`config.mk`:
```
export PLATFORM = sky130hd
export DESIGN_NAME = spi_flash_frontend
export DESIGN_NICKNAME = d
export VERILOG_FILES = /design/src/rtl/sfe_pkg.sv /design/src/rtl/sfe_pin_sync.sv /design/src/rtl/sfe_cmd_decode.sv /design/src/rtl/sfe_out_shift.sv /design/src/rtl/sfe_ram_window.sv /design/src/rtl/sfe_handoff.sv /design/src/rtl/spi_flash_frontend.sv
export SDC_FILE = /design/constraint.sdc
export NUM_CORES = 2
export LEC_CHECK = 0
export ABC_AREA = 1
export ABC_CLOCK_PERIOD_IN_PS = 2590
export BUFFER_PORTS_ARGS = -buffer_cell sky130_fd_sc_hd__buf_2
export CAP_MARGIN = 20
export CORE_ASPECT_RATIO = 1.75
export CORE_MARGIN = 3
export CORE_UTILIZATION = 33
export DETAILED_ROUTE_END_ITERATION = 16
export PLACE_DENSITY = 0.47
export SLEW_MARGIN = 15
export SYNTH_ARGS = -nofsm -noshare
export SYNTH_HDL_FRONTEND = slang
export SYNTH_SLANG_ARGS = --single-unit
```
`constraint.sdc`:
```
create_clock -name clk -period 2.59 [get_ports clk]
set_input_delay 0 -clock clk [delete_from_list [all_inputs] [get_ports clk]]
set_output_delay 0 -clock clk [all_outputs]
set_load 0.02 [all_outputs]
```
`src/rtl/sfe_pkg.sv`:
```
// Shared types for the SPI flash front-end.
// Assumes: opcode values are fixed by the serial protocol.
package sfe_pkg;
    typedef enum logic [2:0] {
        PH_OPC,
        PH_ADDR,
        PH_DUMMY,
        PH_OUT,
        PH_PASS
    } phase_t;

    typedef enum logic [1:0] {
        K_READ,
        K_FAST,
        K_JEDEC,
        K_PAIR
    } kind_t;

    localparam logic [7:0] OP_READ   = 8'h03;
    localparam logic [7:0] OP_FAST   = 8'h0B;
    localparam logic [7:0] OP_JEDEC  = 8'h9F;
    localparam logic [7:0] OP_PAIR_A = 8'h90;
    localparam logic [7:0] OP_PAIR_B = 8'hAB;
endpackage

```
`src/rtl/sfe_pin_sync.sv`:
```
// Brings sck, cs_n and si into the clk domain through an equal-depth
// synchronizer chain and flags SCK edges.
// Assumes: each pin level lasts longer than STAGES+1 clk cycles.
module sfe_pin_sync #(
    parameter int STAGES = 2
) (
    input  logic clk,
    input  logic rst_n,
    input  logic sck,
    input  logic cs_n,
    input  logic si,
    output logic sel,
    output logic sck_rise,
    output logic sck_fall,
    output logic si_s
);
    localparam int LAST = STAGES - 1;

    logic [2:0] pipe [STAGES];
    logic       sck_prev;

    // Shift the pin triple {sck, cs_n, si} through the chain.
    always_ff @(posedge clk) begin
        if (!rst_n) begin
            for (int i = 0; i < STAGES; i++) pipe[i] <= 3'b010;
            sck_prev <= 1'b0;
        end else begin
            pipe[0] <= {sck, cs_n, si};
            for (int i = 1; i < STAGES; i++) pipe[i] <= pipe[i-1];
            sck_prev <= pipe[LAST][2];
        end
    end

    // Decode the synchronized levels into select and edge strobes.
    always_comb begin
        sel      = ~pipe[LAST][1];
        si_s     = pipe[LAST][0];
        sck_rise = pipe[LAST][2] & ~sck_prev;
        sck_fall = ~pipe[LAST][2] & sck_prev;
    end
endmodule

```
`src/rtl/sfe_cmd_decode.sv`:
```
// Assembles input bytes on rising SCK and walks the instruction phases.
// Holds the start address for reads and the payload of forwarded opcodes.
// Assumes: sel low clears every phase (abort on deselect).
module sfe_cmd_decode
    import sfe_pkg::*;
#(
    parameter int ADDR_BITS = 8
) (
    input  logic                 clk,
    input  logic                 rst_n,
    input  logic                 sel,
    input  logic                 rise,
    input  logic                 si_s,
    output phase_t               phase,
    output kind_t                kind,
    output logic [ADDR_BITS-1:0] addr,
    output logic [7:0]           pass_op,
    output logic [31:0]          payload,
    output logic [2:0]           nbytes
);
    localparam int         ADDR_BYTES = 3;
    localparam int         MAX_PAY    = 4;
    localparam logic [1:0] LAST_ADDR  = 2'(ADDR_BYTES - 1);

    logic [2:0] bitcnt;
    logic [6:0] shin;
    logic [1:0] acnt;
    logic [7:0] in_byte;

    // Byte under assembly including the bit sampled on this edge.
    always_comb in_byte = {shin, si_s};

    // Bit counter, shift register and phase sequencing.
    always_ff @(posedge clk) begin
        if (!rst_n || !sel) begin
            bitcnt  <= '0;
            shin    <= '0;
            acnt    <= '0;
            phase   <= PH_OPC;
            kind    <= K_READ;
            addr    <= '0;
            pass_op <= '0;
            payload <= '0;
            nbytes  <= '0;
        end else if (rise) begin
            bitcnt <= bitcnt + 3'd1;
            shin   <= {shin[5:0], si_s};
            if (bitcnt == 3'd7) begin
                case (phase)
                    PH_OPC: begin
                        acnt <= '0;
                        case (in_byte)
                            OP_READ:   begin kind <= K_READ;  phase <= PH_ADDR; end
                            OP_FAST:   begin kind <= K_FAST;  phase <= PH_ADDR; end
                            OP_JEDEC:  begin kind <= K_JEDEC; phase <= PH_OUT;  end
                            OP_PAIR_A,
                            OP_PAIR_B: begin kind <= K_PAIR;  phase <= PH_ADDR; end
                            default: begin
                                phase   <= PH_PASS;
                                pass_op <= in_byte;
                                payload <= '0;
                                nbytes  <= '0;
                            end
                        endcase
                    end
                    PH_ADDR: begin
                        addr <= ADDR_BITS'({addr, in_byte});
                        acnt <= acnt + 2'd1;
                        if (acnt == LAST_ADDR)
                            phase <= (kind == K_FAST) ? PH_DUMMY : PH_OUT;
                    end
                    PH_DUMMY: phase <= PH_OUT;
                    PH_PASS: begin
                        if (nbytes < 3'(MAX_PAY)) begin
                            payload <= {payload[23:0], in_byte};
                            nbytes  <= nbytes + 3'd1;
                        end
                    end
                    default: ;
                endcase
            end
        end
    end
endmodule

```
`src/rtl/sfe_out_shift.sv`:
```
// Drives SO on falling SCK during the output phase: array bytes with
// an incrementing, wrapping pointer, or identification bytes.
// Assumes: phase and start address are stable once output starts.
module sfe_out_shift
    import sfe_pkg::*;
#(
    parameter int         ADDR_BITS = 8,
    parameter logic [7:0] MFR_ID    = 8'hBF,
    parameter logic [7:0] TYPE_ID   = 8'h25,
    parameter logic [7:0] DEV_ID    = 8'h8E
) (
    input  logic                 clk,
    input  logic                 rst_n,
    input  logic                 sel,
    input  logic                 fall,
    input  phase_t               phase,
    input  kind_t                kind,
    input  logic [ADDR_BITS-1:0] start_addr,
    input  logic [7:0]           rd_data,
    output logic [ADDR_BITS-1:0] rd_addr,
    output logic                 so,
    output logic                 so_oe
);
    logic [ADDR_BITS-1:0] ptr, cur_ptr;
    logic [1:0]           idx, cur_idx, nxt_idx;
    logic [7:0]           nxt;
    logic [2:0]           obit;
    logic [6:0]           oshift;
    logic                 active;

    // Pick the next byte to send and advance the ID index.
    always_comb begin
        cur_ptr = active ? ptr : start_addr;
        if (active)             cur_idx = idx;
        else if (kind == K_PAIR) cur_idx = {1'b0, start_addr[0]};
        else                    cur_idx = 2'd0;
        case (kind)
            K_JEDEC: begin
                nxt     = (cur_idx == 2'd0) ? MFR_ID :
                          (cur_idx == 2'd1) ? TYPE_ID : DEV_ID;
                nxt_idx = (cur_idx == 2'd2) ? 2'd0 : cur_idx + 2'd1;
            end
            K_PAIR: begin
                nxt     = cur_idx[0] ? DEV_ID : MFR_ID;
                nxt_idx = {1'b0, ~cur_idx[0]};
            end
            default: begin
                nxt     = rd_data;
                nxt_idx = cur_idx;
            end
        endcase
        rd_addr = cur_ptr;
    end

    // Output shifter: load a byte every eighth falling edge.
    always_ff @(posedge clk) begin
        if (!rst_n) begin
            ptr    <= '0;
            idx    <= '0;
            obit   <= '0;
            oshift <= '0;
            active <= 1'b0;
            so     <= 1'b0;
            so_oe  <= 1'b0;
        end else if (!sel) begin
            obit   <= '0;
            oshift <= '0;
            active <= 1'b0;
            so_oe  <= 1'b0;
        end else if (fall && phase == PH_OUT) begin
            so_oe <= 1'b1;
            obit  <= obit + 3'd1;
            if (obit == 3'd0) begin
                so     <= nxt[7];
                oshift <= nxt[6:0];
                ptr    <= cur_ptr + ADDR_BITS'(1);
                idx    <= nxt_idx;
                active <= 1'b1;
            end else begin
                so     <= oshift[6];
                oshift <= {oshift[5:0], 1'b0};
            end
        end
    end
endmodule

```
`src/rtl/sfe_ram_window.sv`:
```
// Behavioural byte array: one synchronous write port, one
// combinational read port.
// Assumes: contents are loaded through the write port before use.
module sfe_ram_window #(
    parameter int ADDR_BITS = 8
) (
    input  logic                 clk,
    input  logic                 wr_en,
    input  logic [ADDR_BITS-1:0] wr_addr,
    input  logic [7:0]           wr_data,
    input  logic [ADDR_BITS-1:0] rd_addr,
    output logic [7:0]           rd_data
);
    localparam int DEPTH = 1 << ADDR_BITS;

    logic [7:0] mem [DEPTH];

    // Store a byte on a write strobe.
    always_ff @(posedge clk) begin
        if (wr_en) mem[wr_addr] <= wr_data;
    end

    // Present the addressed byte.
    always_comb rd_data = mem[rd_addr];
endmodule

```
`src/rtl/sfe_handoff.sv`:
```
// Turns a completed forwarded instruction into a held request and
// clears it on grant.
// Assumes: the decoder still shows the phase in the first deselected cycle.
module sfe_handoff
    import sfe_pkg::*;
(
    input  logic        clk,
    input  logic        rst_n,
    input  logic        sel,
    input  phase_t      phase,
    input  logic [7:0]  pass_op,
    input  logic [31:0] payload,
    input  logic [2:0]  nbytes,
    input  logic        req_grant,
    output logic        req_valid,
    output logic [7:0]  req_opcode,
    output logic [31:0] req_payload,
    output logic [2:0]  req_nbytes
);
    logic sel_d;

    // Capture on deselect, release on grant, drop while busy.
    always_ff @(posedge clk) begin
        if (!rst_n) begin
            sel_d       <= 1'b0;
            req_valid   <= 1'b0;
            req_opcode  <= '0;
            req_payload <= '0;
            req_nbytes  <= '0;
        end else begin
            sel_d <= sel;
            if (req_valid && req_grant) begin
                req_valid <= 1'b0;
            end else if (!req_valid && sel_d && !sel && phase == PH_PASS) begin
                req_valid   <= 1'b1;
                req_opcode  <= pass_op;
                req_payload <= payload;
                req_nbytes  <= nbytes;
            end
        end
    end
endmodule

```
`src/rtl/spi_flash_frontend.sv`:
```
// Top of the SPI flash serial front-end: pin sync, decoder, output
// shifter, array window and request handoff.
// Assumes: clk is much faster than sck (see brief).
module spi_flash_frontend
    import sfe_pkg::*;
#(
    parameter int         ADDR_BITS   = 8,
    parameter int         SYNC_STAGES = 2,
    parameter logic [7:0] MFR_ID      = 8'hBF,
    parameter logic [7:0] TYPE_ID     = 8'h25,
    parameter logic [7:0] DEV_ID      = 8'h8E
) (
    input  logic                 clk,
    input  logic                 rst_n,
    input  logic                 sck,
    input  logic                 cs_n,
    input  logic                 si,
    output logic                 so,
    output logic                 so_oe,
    input  logic                 wr_en,
    input  logic [ADDR_BITS-1:0] wr_addr,
    input  logic [7:0]           wr_data,
    output logic                 req_valid,
    output logic [7:0]           req_opcode,
    output logic [31:0]          req_payload,
    output logic [2:0]           req_nbytes,
    input  logic                 req_grant
);
    logic                 sel, sck_rise, sck_fall, si_s;
    phase_t               phase;
    kind_t                kind;
    logic [ADDR_BITS-1:0] start_addr, rd_addr;
    logic [7:0]           rd_data, pass_op;
    logic [31:0]          payload;
    logic [2:0]           nbytes;

    sfe_pin_sync #(.STAGES(SYNC_STAGES)) u_sync (
        .clk(clk), .rst_n(rst_n), .sck(sck), .cs_n(cs_n), .si(si),
        .sel(sel), .sck_rise(sck_rise), .sck_fall(sck_fall), .si_s(si_s)
    );

    sfe_cmd_decode #(.ADDR_BITS(ADDR_BITS)) u_dec (
        .clk(clk), .rst_n(rst_n), .sel(sel), .rise(sck_rise), .si_s(si_s),
        .phase(phase), .kind(kind), .addr(start_addr),
        .pass_op(pass_op), .payload(payload), .nbytes(nbytes)
    );

    sfe_out_shift #(
        .ADDR_BITS(ADDR_BITS), .MFR_ID(MFR_ID), .TYPE_ID(TYPE_ID), .DEV_ID(DEV_ID)
    ) u_out (
        .clk(clk), .rst_n(rst_n), .sel(sel), .fall(sck_fall),
        .phase(phase), .kind(kind), .start_addr(start_addr),
        .rd_data(rd_data), .rd_addr(rd_addr), .so(so), .so_oe(so_oe)
    );

    sfe_ram_window #(.ADDR_BITS(ADDR_BITS)) u_ram (
        .clk(clk), .wr_en(wr_en), .wr_addr(wr_addr), .wr_data(wr_data),
        .rd_addr(rd_addr), .rd_data(rd_data)
    );

    sfe_handoff u_hand (
        .clk(clk), .rst_n(rst_n), .sel(sel), .phase(phase),
        .pass_op(pass_op), .payload(payload), .nbytes(nbytes),
        .req_grant(req_grant), .req_valid(req_valid), .req_opcode(req_opcode),
        .req_payload(req_payload), .req_nbytes(req_nbytes)
    );
endmodule

```
### Word level (Yosys, flattened, before mapping)

Memories as Yosys holds them, arrays and structs flattened.
Index checks and enable logic that the tools add are counted.

| storage, ports and cells | value |
|---|---|
| register bits | 137 |
| memory bits (writable) | 2054 |
| output and inout bits | 46 |
| word-level logic and storage cells | 120 |
| memories | 2 |

Memories:

| memory | words | width | rd ports | clocked after memory_dff | write ports | RTL line | text |
|---|---|---|---|---|---|---|---|
| u_ram.mem | 256 | 8 | 1 | 0 | 1 | sfe_ram_window.sv:16 | `logic [7:0] mem [DEPTH];` |
| u_sync.pipe | 2 | 3 | 2 | 0 | 2 | sfe_pin_sync.sv:19 | `logic [2:0] pipe [STAGES];` |

| cells by class | value |
|---|---|
| add/sub/neg operators | 6 |
| $lt $le $gt $ge | 1 |
| equal/unequal tests | 19 |
| muxes and demuxes | 29 |
| bitwise operators | 11 |
| reduce and logical (&&, ||, !) cells | 30 |

Operators with widths:

| kind | number |
|---|---|
| $mux W32 | 2 |
| $pmux W32 S2 | 1 |
| $eq A8 B8 Y1 const B | 3 |
| $mux W8 | 3 |
| $pmux W8 S2 | 1 |
| $mux W3 | 5 |
| $pmux W3 S2 | 2 |
| $reduce_and A4 Y1 | 3 |
| $add A3 B1 Y3 const B | 3 |
| $pmux W3 S3 | 1 |
| $reduce_and A3 Y1 | 3 |
| $add A8 B1 Y8 const B | 1 |
| $eq A2 B2 Y1 const B | 4 |
| $eq A8 B2 Y1 const B | 1 |
| $eq A8 B4 Y1 const B | 1 |
| $pmux W2 S2 | 2 |
| $pmux W2 S4 | 1 |
| $mux W1 | 7 |
| $mux W7 | 1 |
| $not A1 Y1 | 7 |
| $eq A3 B2 Y1 const B | 2 |
| $eq A3 B3 Y1 const B | 2 |
| $logic_not A3 Y1 | 2 |
| $mux W6 | 1 |
| other kinds (21) | 37 |

### Longest topological paths before layout

| depth | value |
|---|---|
| depth in word-level cells | 8 |
| mapped depth | 20 |
| mapped depth without buffers | 17 |

### Cells and area by module

A second synthesis with hierarchy kept.

| unflattened totals | value |
|---|---|
| cells, all modules | 7938 |
| area total of the unflattened synthesis | 89931.3 µm² |

By module, submodules not included:

| module | times used | cells an instance | area each (µm²) |
|---|---|---|---|
| sfe_ram_window | 1 | 6995 | 83236.1 |
| sfe_cmd_decode | 1 | 415 | 3194.3 |
| sfe_handoff | 1 | 294 | 1955.6 |
| sfe_out_shift | 1 | 208 | 1333.8 |
| sfe_pin_sync | 1 | 26 | 211.5 |

### Worst setup path before layout

Ideal clock, no wire load.

| path | value |
|---|---|
| kind | reg-to-reg |
| from | register u_out.active |
| to | register u_out.oshift[2] |
| library setup time | 132 ps |
| arrival | 1873 ps |
| setup slack | 585 ps |
| stages on the path, launching flop included | 20 |
| buffers on the path | 3 |
| clock period less this slack | 2005 ps |
| cell sequence | dfxtp_1 buf_6 inv_4 nand2_8 nand2_4 buf_2 clkbuf_1 nand2_1 nand3_1 nand3_1 nand3_1 nand2_1 nand2_1 nand2_1 nor2_1 nand2_1 nand3_1 nand3_1 nand2_1 a21oi_1 |

| on the way | value |
|---|---|
| longest elaborated chain between the ends | 5 |
| elaborated cells on any way between the ends | 7 |

RTL lines:

| what | RTL line | text |
|---|---|---|
| start, declared | sfe_out_shift.sv:29 | `logic active;` |
| start signal, assigned | sfe_out_shift.sv:62 | `active <= 1'b0;` |
| start signal, assigned | sfe_out_shift.sv:68 | `active <= 1'b0;` |
| start signal, assigned | sfe_out_shift.sv:78 | `active <= 1'b1;` |
| parallel branches: the longest is 3 deep, another holds $mem_v2 Z256 W8 | n/a |  |
| $pmux W8 S2 (*) | sfe_out_shift.sv:37 | `case (kind)` |
| $mux W7 (*) | sfe_out_shift.sv:73 | `if (obit == 3'd0) begin` |
| end signal, assigned | sfe_out_shift.sv:75 | `oshift <= nxt[6:0];` |
| end signal, assigned | sfe_out_shift.sv:81 | `oshift <= {oshift[5:0], 1'b0};` |
| end, declared | sfe_out_shift.sv:28 | `logic [6:0] oshift;` |

Every way passes the cells marked *.
A chain may end at the register's enable or synchronous reset.

### Worst setup path after layout

| path | value |
|---|---|
| from | register u_out.active |
| to | register u_out.oshift[3] |

| on the way | value |
|---|---|
| longest elaborated chain between the ends | 6 |
| elaborated cells on any way between the ends | 9 |

RTL lines:

| what | RTL line |
|---|---|
| parallel branches: the longest is 4 deep, another holds $mem_v2 Z256 W8 | n/a |
| $pmux W8 S2 (*) | sfe_out_shift.sv:37 |
| $mux W7 (*) | sfe_out_shift.sv:73 |

Marks and branches as above.

==> flow_summary.ini <==
[status]
outcome = finished, violations left
violations = negative setup slack

[synth]
synth_area_mm2 = 0.0914
synthFlopType = edfxtp_1
syn_nets = 8119
yosys_warnings = 0
synth_cell_types = 39
ys_seq_area_share_pct = 70.4
synthesis.instances = 8089
ys_seq_elements = 2191
syn_area_per_cell_um2 = 11.3
synth_edf_count = 2048
synthArstFlopShare_pct = 0

[timing]
finalWorstSetupSlack_ps = -311
maxSlewHeadroom_pct = 32.1
setup_viol = 8
hold_violations = 0
finalCritPeriodShare_pct = 112
period_minus_slack_ps = 2900
drv_slew = 0
max_freq_mhz = 345
finalClockSkew_ps = 41.3
grt_setup_unrepaired = yes
tightest_slew_ps = 1010

[grt]
grt_max_degree = 95
grt_pass1_wl_um = 447000
grt_pass1_vias = 62800
antenna_found_initial = 10
grt.total_usage_pct = 21.5
overflow = 0

[worst_setup_path]
cp.buffers_inverters = 7
crit_slowest_cell = dfxtp_4
crit_family = buffers and inverters
crit_path_end_kind = flip-flop
critPathMaxStageDelay_ps = 360
cp.arrival_ps = 3710
path_cells = buf_6, buf_6, o21ai_4, buf_12, buf_6, buf_16, buf_12, buf_16, o211ai_1, nand3_1, nand3_1, nand3_2, nand3_4, nand2_4, nand3_4, nand3_2, nand2_1, a21oi_1
cpMostUsedCell = buf_6
r2r_slack_ps = -310
worstPathRequired_ps = 3390
worstPathMaxFanout = 19
critical_path_class = reg -> reg
critPathLaunchType = flip-flop

[detailed_routing]
post_drt_wl_per_cell_um = 25.4
wl_um = 315000
first_pass_iters = 6
drc = 0
drtIter0Drc = 5213
antenna_left = 0
via_count = 63300
vias_per_cell = 5.10

[place]
gp_congestion = 0.902
place_hpwl_um = 202000
dpl-instance-area_mm2 = 0.101
portBuffers = 68

[die]
dieHeight_um = 702
core_mm2 = 0.276
dieArea_mm2 = 0.284
ios = 69
start_util_pct = 33.2
rows = 255
die_w_um = 404

[finish]
final_cell_area_mm2 = 0.111
nets = 8688
syn_to_final_growth_pct = 21.5
drive_gt1_share_pct = 16.0
most-common-layout-cells = edfxtp_1 (2048), nand2_1 (1669), nand3_1 (1244), inv_1 (757), buf_4 (555)
final_common_cell = edfxtp_1
fill_cells = 26400
utilization_pct = 40.3

[cts]
clkSinkCount = 2191
htreeDepth = 4
insertion_delay_ps = 870
clk_pin_slew_ps = 60
cts_buffers = 205
cts_tree = done
cts_root_buffer = clkbuf_16
clk_path_buf_depth = 4

[min_path]
hold_path_class = in -> reg

[power_and_ir_drop]
cellLeakagePower_uw = 0.0406
powerDensity_mw_per_mm2 = 627
vdd_drop_max_mv = 0.521

[job]
drv_cap = 0
routing by layer:
metal  wire, um  global-route usage, %
met5         19                      0
met4      20300                   11.9
met3      12100                   2.16
met2     168000                   40.3
met1     115000                   23.5
final timing paths:
check	start	to	cells after the start
setup reg to reg	u_out.active$_SDFFE_PP0P_	u_out.oshift[3]$_SDFFE_PP0P_	18
setup / recovery	u_out.active$_SDFFE_PP0P_	u_out.oshift[3]$_SDFFE_PP0P_	18
hold / removal	wr_data[7]	u_ram.mem[178][7]$_DFFE_PP_	2
hold reg to reg	u_sync.pipe[0][0]$_SDFF_PN0_	u_sync.pipe[0][3]$_SDFF_PN0_	2
cell usage after synthesis (7+ instances only):
| cell type | number | area share [%] |
|---|---|---|
| dfxtp_1 | 143 | 3.1 |
| a21oi_1 | 178 | 0.97 |
| buf_1 | 42 | 0.17 |
| nor2_1 | 439 | 1.8 |
| buf_2 | 278 | 1.5 |
| nand2_1 | 1710 | 7.0 |
| inv_1 | 755 | 3.1 |
| xor2_1 | 8 | 0.077 |
| edfxtp_1 | 2048 | 67 |
| buf_4 | 24 | 0.20 |
| buf_6 | 7 | 0.086 |
| nand3b_1 | 151 | 1.2 |
| nand3_1 | 1401 | 7.7 |
| clkbuf_1 | 182 | 0.75 |
| o21ai_0 | 277 | 1.5 |
| ha_1 | 7 | 0.096 |
| o21ai_1 | 82 | 0.45 |
| o211ai_1 | 270 | 2.2 |
| a211oi_1 | 37 | 0.30 |
cells by family (layout without fill, tap and decap cells):
kind of cell             count (synthesis)  in the layout  synth area share (%)
AO/OA/AOI/OAI                          863            863                  5.62
other                                    0              6                     0
AND/OR/NAND/NOR                       3724           3724                  17.9
flip-flops                            2191           2191                  70.4
XOR/XNOR                                 9              9                0.0862
buffers and inverters                 1295           2022                  5.86
adder cells (fa/ha/maj)                  7              7                0.0958
state kept, by name, indices dropped and copies added (netlist names), 3 cells and up:
signal,cells
u_dec.payload,32
u_dec.pass_op,8
u_out.ptr,8
u_dec.addr,8
u_dec.bitcnt,3
u_ram.mem,2048
u_out.obit,3
u_dec.nbytes,3
u_out.oshift,7
u_dec.phase,3
u_dec.shin,7
u_hand.req_payload,32
u_hand.req_nbytes,3
u_sync.pipe,6
u_hand.req_opcode,8
cell type report:
type | count | area, um2 | area share, %
Sequential cell | 2191 | 64400 | 58.0
Multi-Input combinational cell | 4603 | 23000 | 20.7
Timing Repair Buffer | 895 | 9910 | 8.92
Clock buffer | 245 | 5380 | 4.85
Tap cell | 3598 | 4500 | 4.05
Inverter | 762 | 2890 | 2.60
Clock inverter | 120 | 965 | 0.869
Antenna cell | 6 | 15.0 | 0.0135
what timing repair did:
action | CTS | global route
endpoints found under the setup margin | 10 | 9
gates cloned | 23 | 19
hold buffers | 32 | 0
buffers inserted | 35 | 17
hold endpoints to repair | 2018 | 0
pin swaps | 40 | 20
gates resized for setup | 299 | 118
through the flow:
step                      std cells  setup TNS (ps)  hold slack (ps)  setup slack, ps  power (uW)
after floorplan                8089               0             94.2              585       39700
after global placement        11900           -5070              188             -759       40700
after detailed placement      11900           -4960              189             -729       40700
after CTS                     12400           -1820             38.3             -250       70400
after global routing          12400           -2940              120             -420       71600
final                         12400           -2270              112             -311       69600
power by group:
part           switching, uW  leakage [uW]  total [uW]  internal, uW
combinational            974        0.0179        1190           216
clock                  13600       0.00312       29700         16100
sequential              21.4        0.0196       38700         38700
Note: power is estimated with default switching activity, not from simulation.
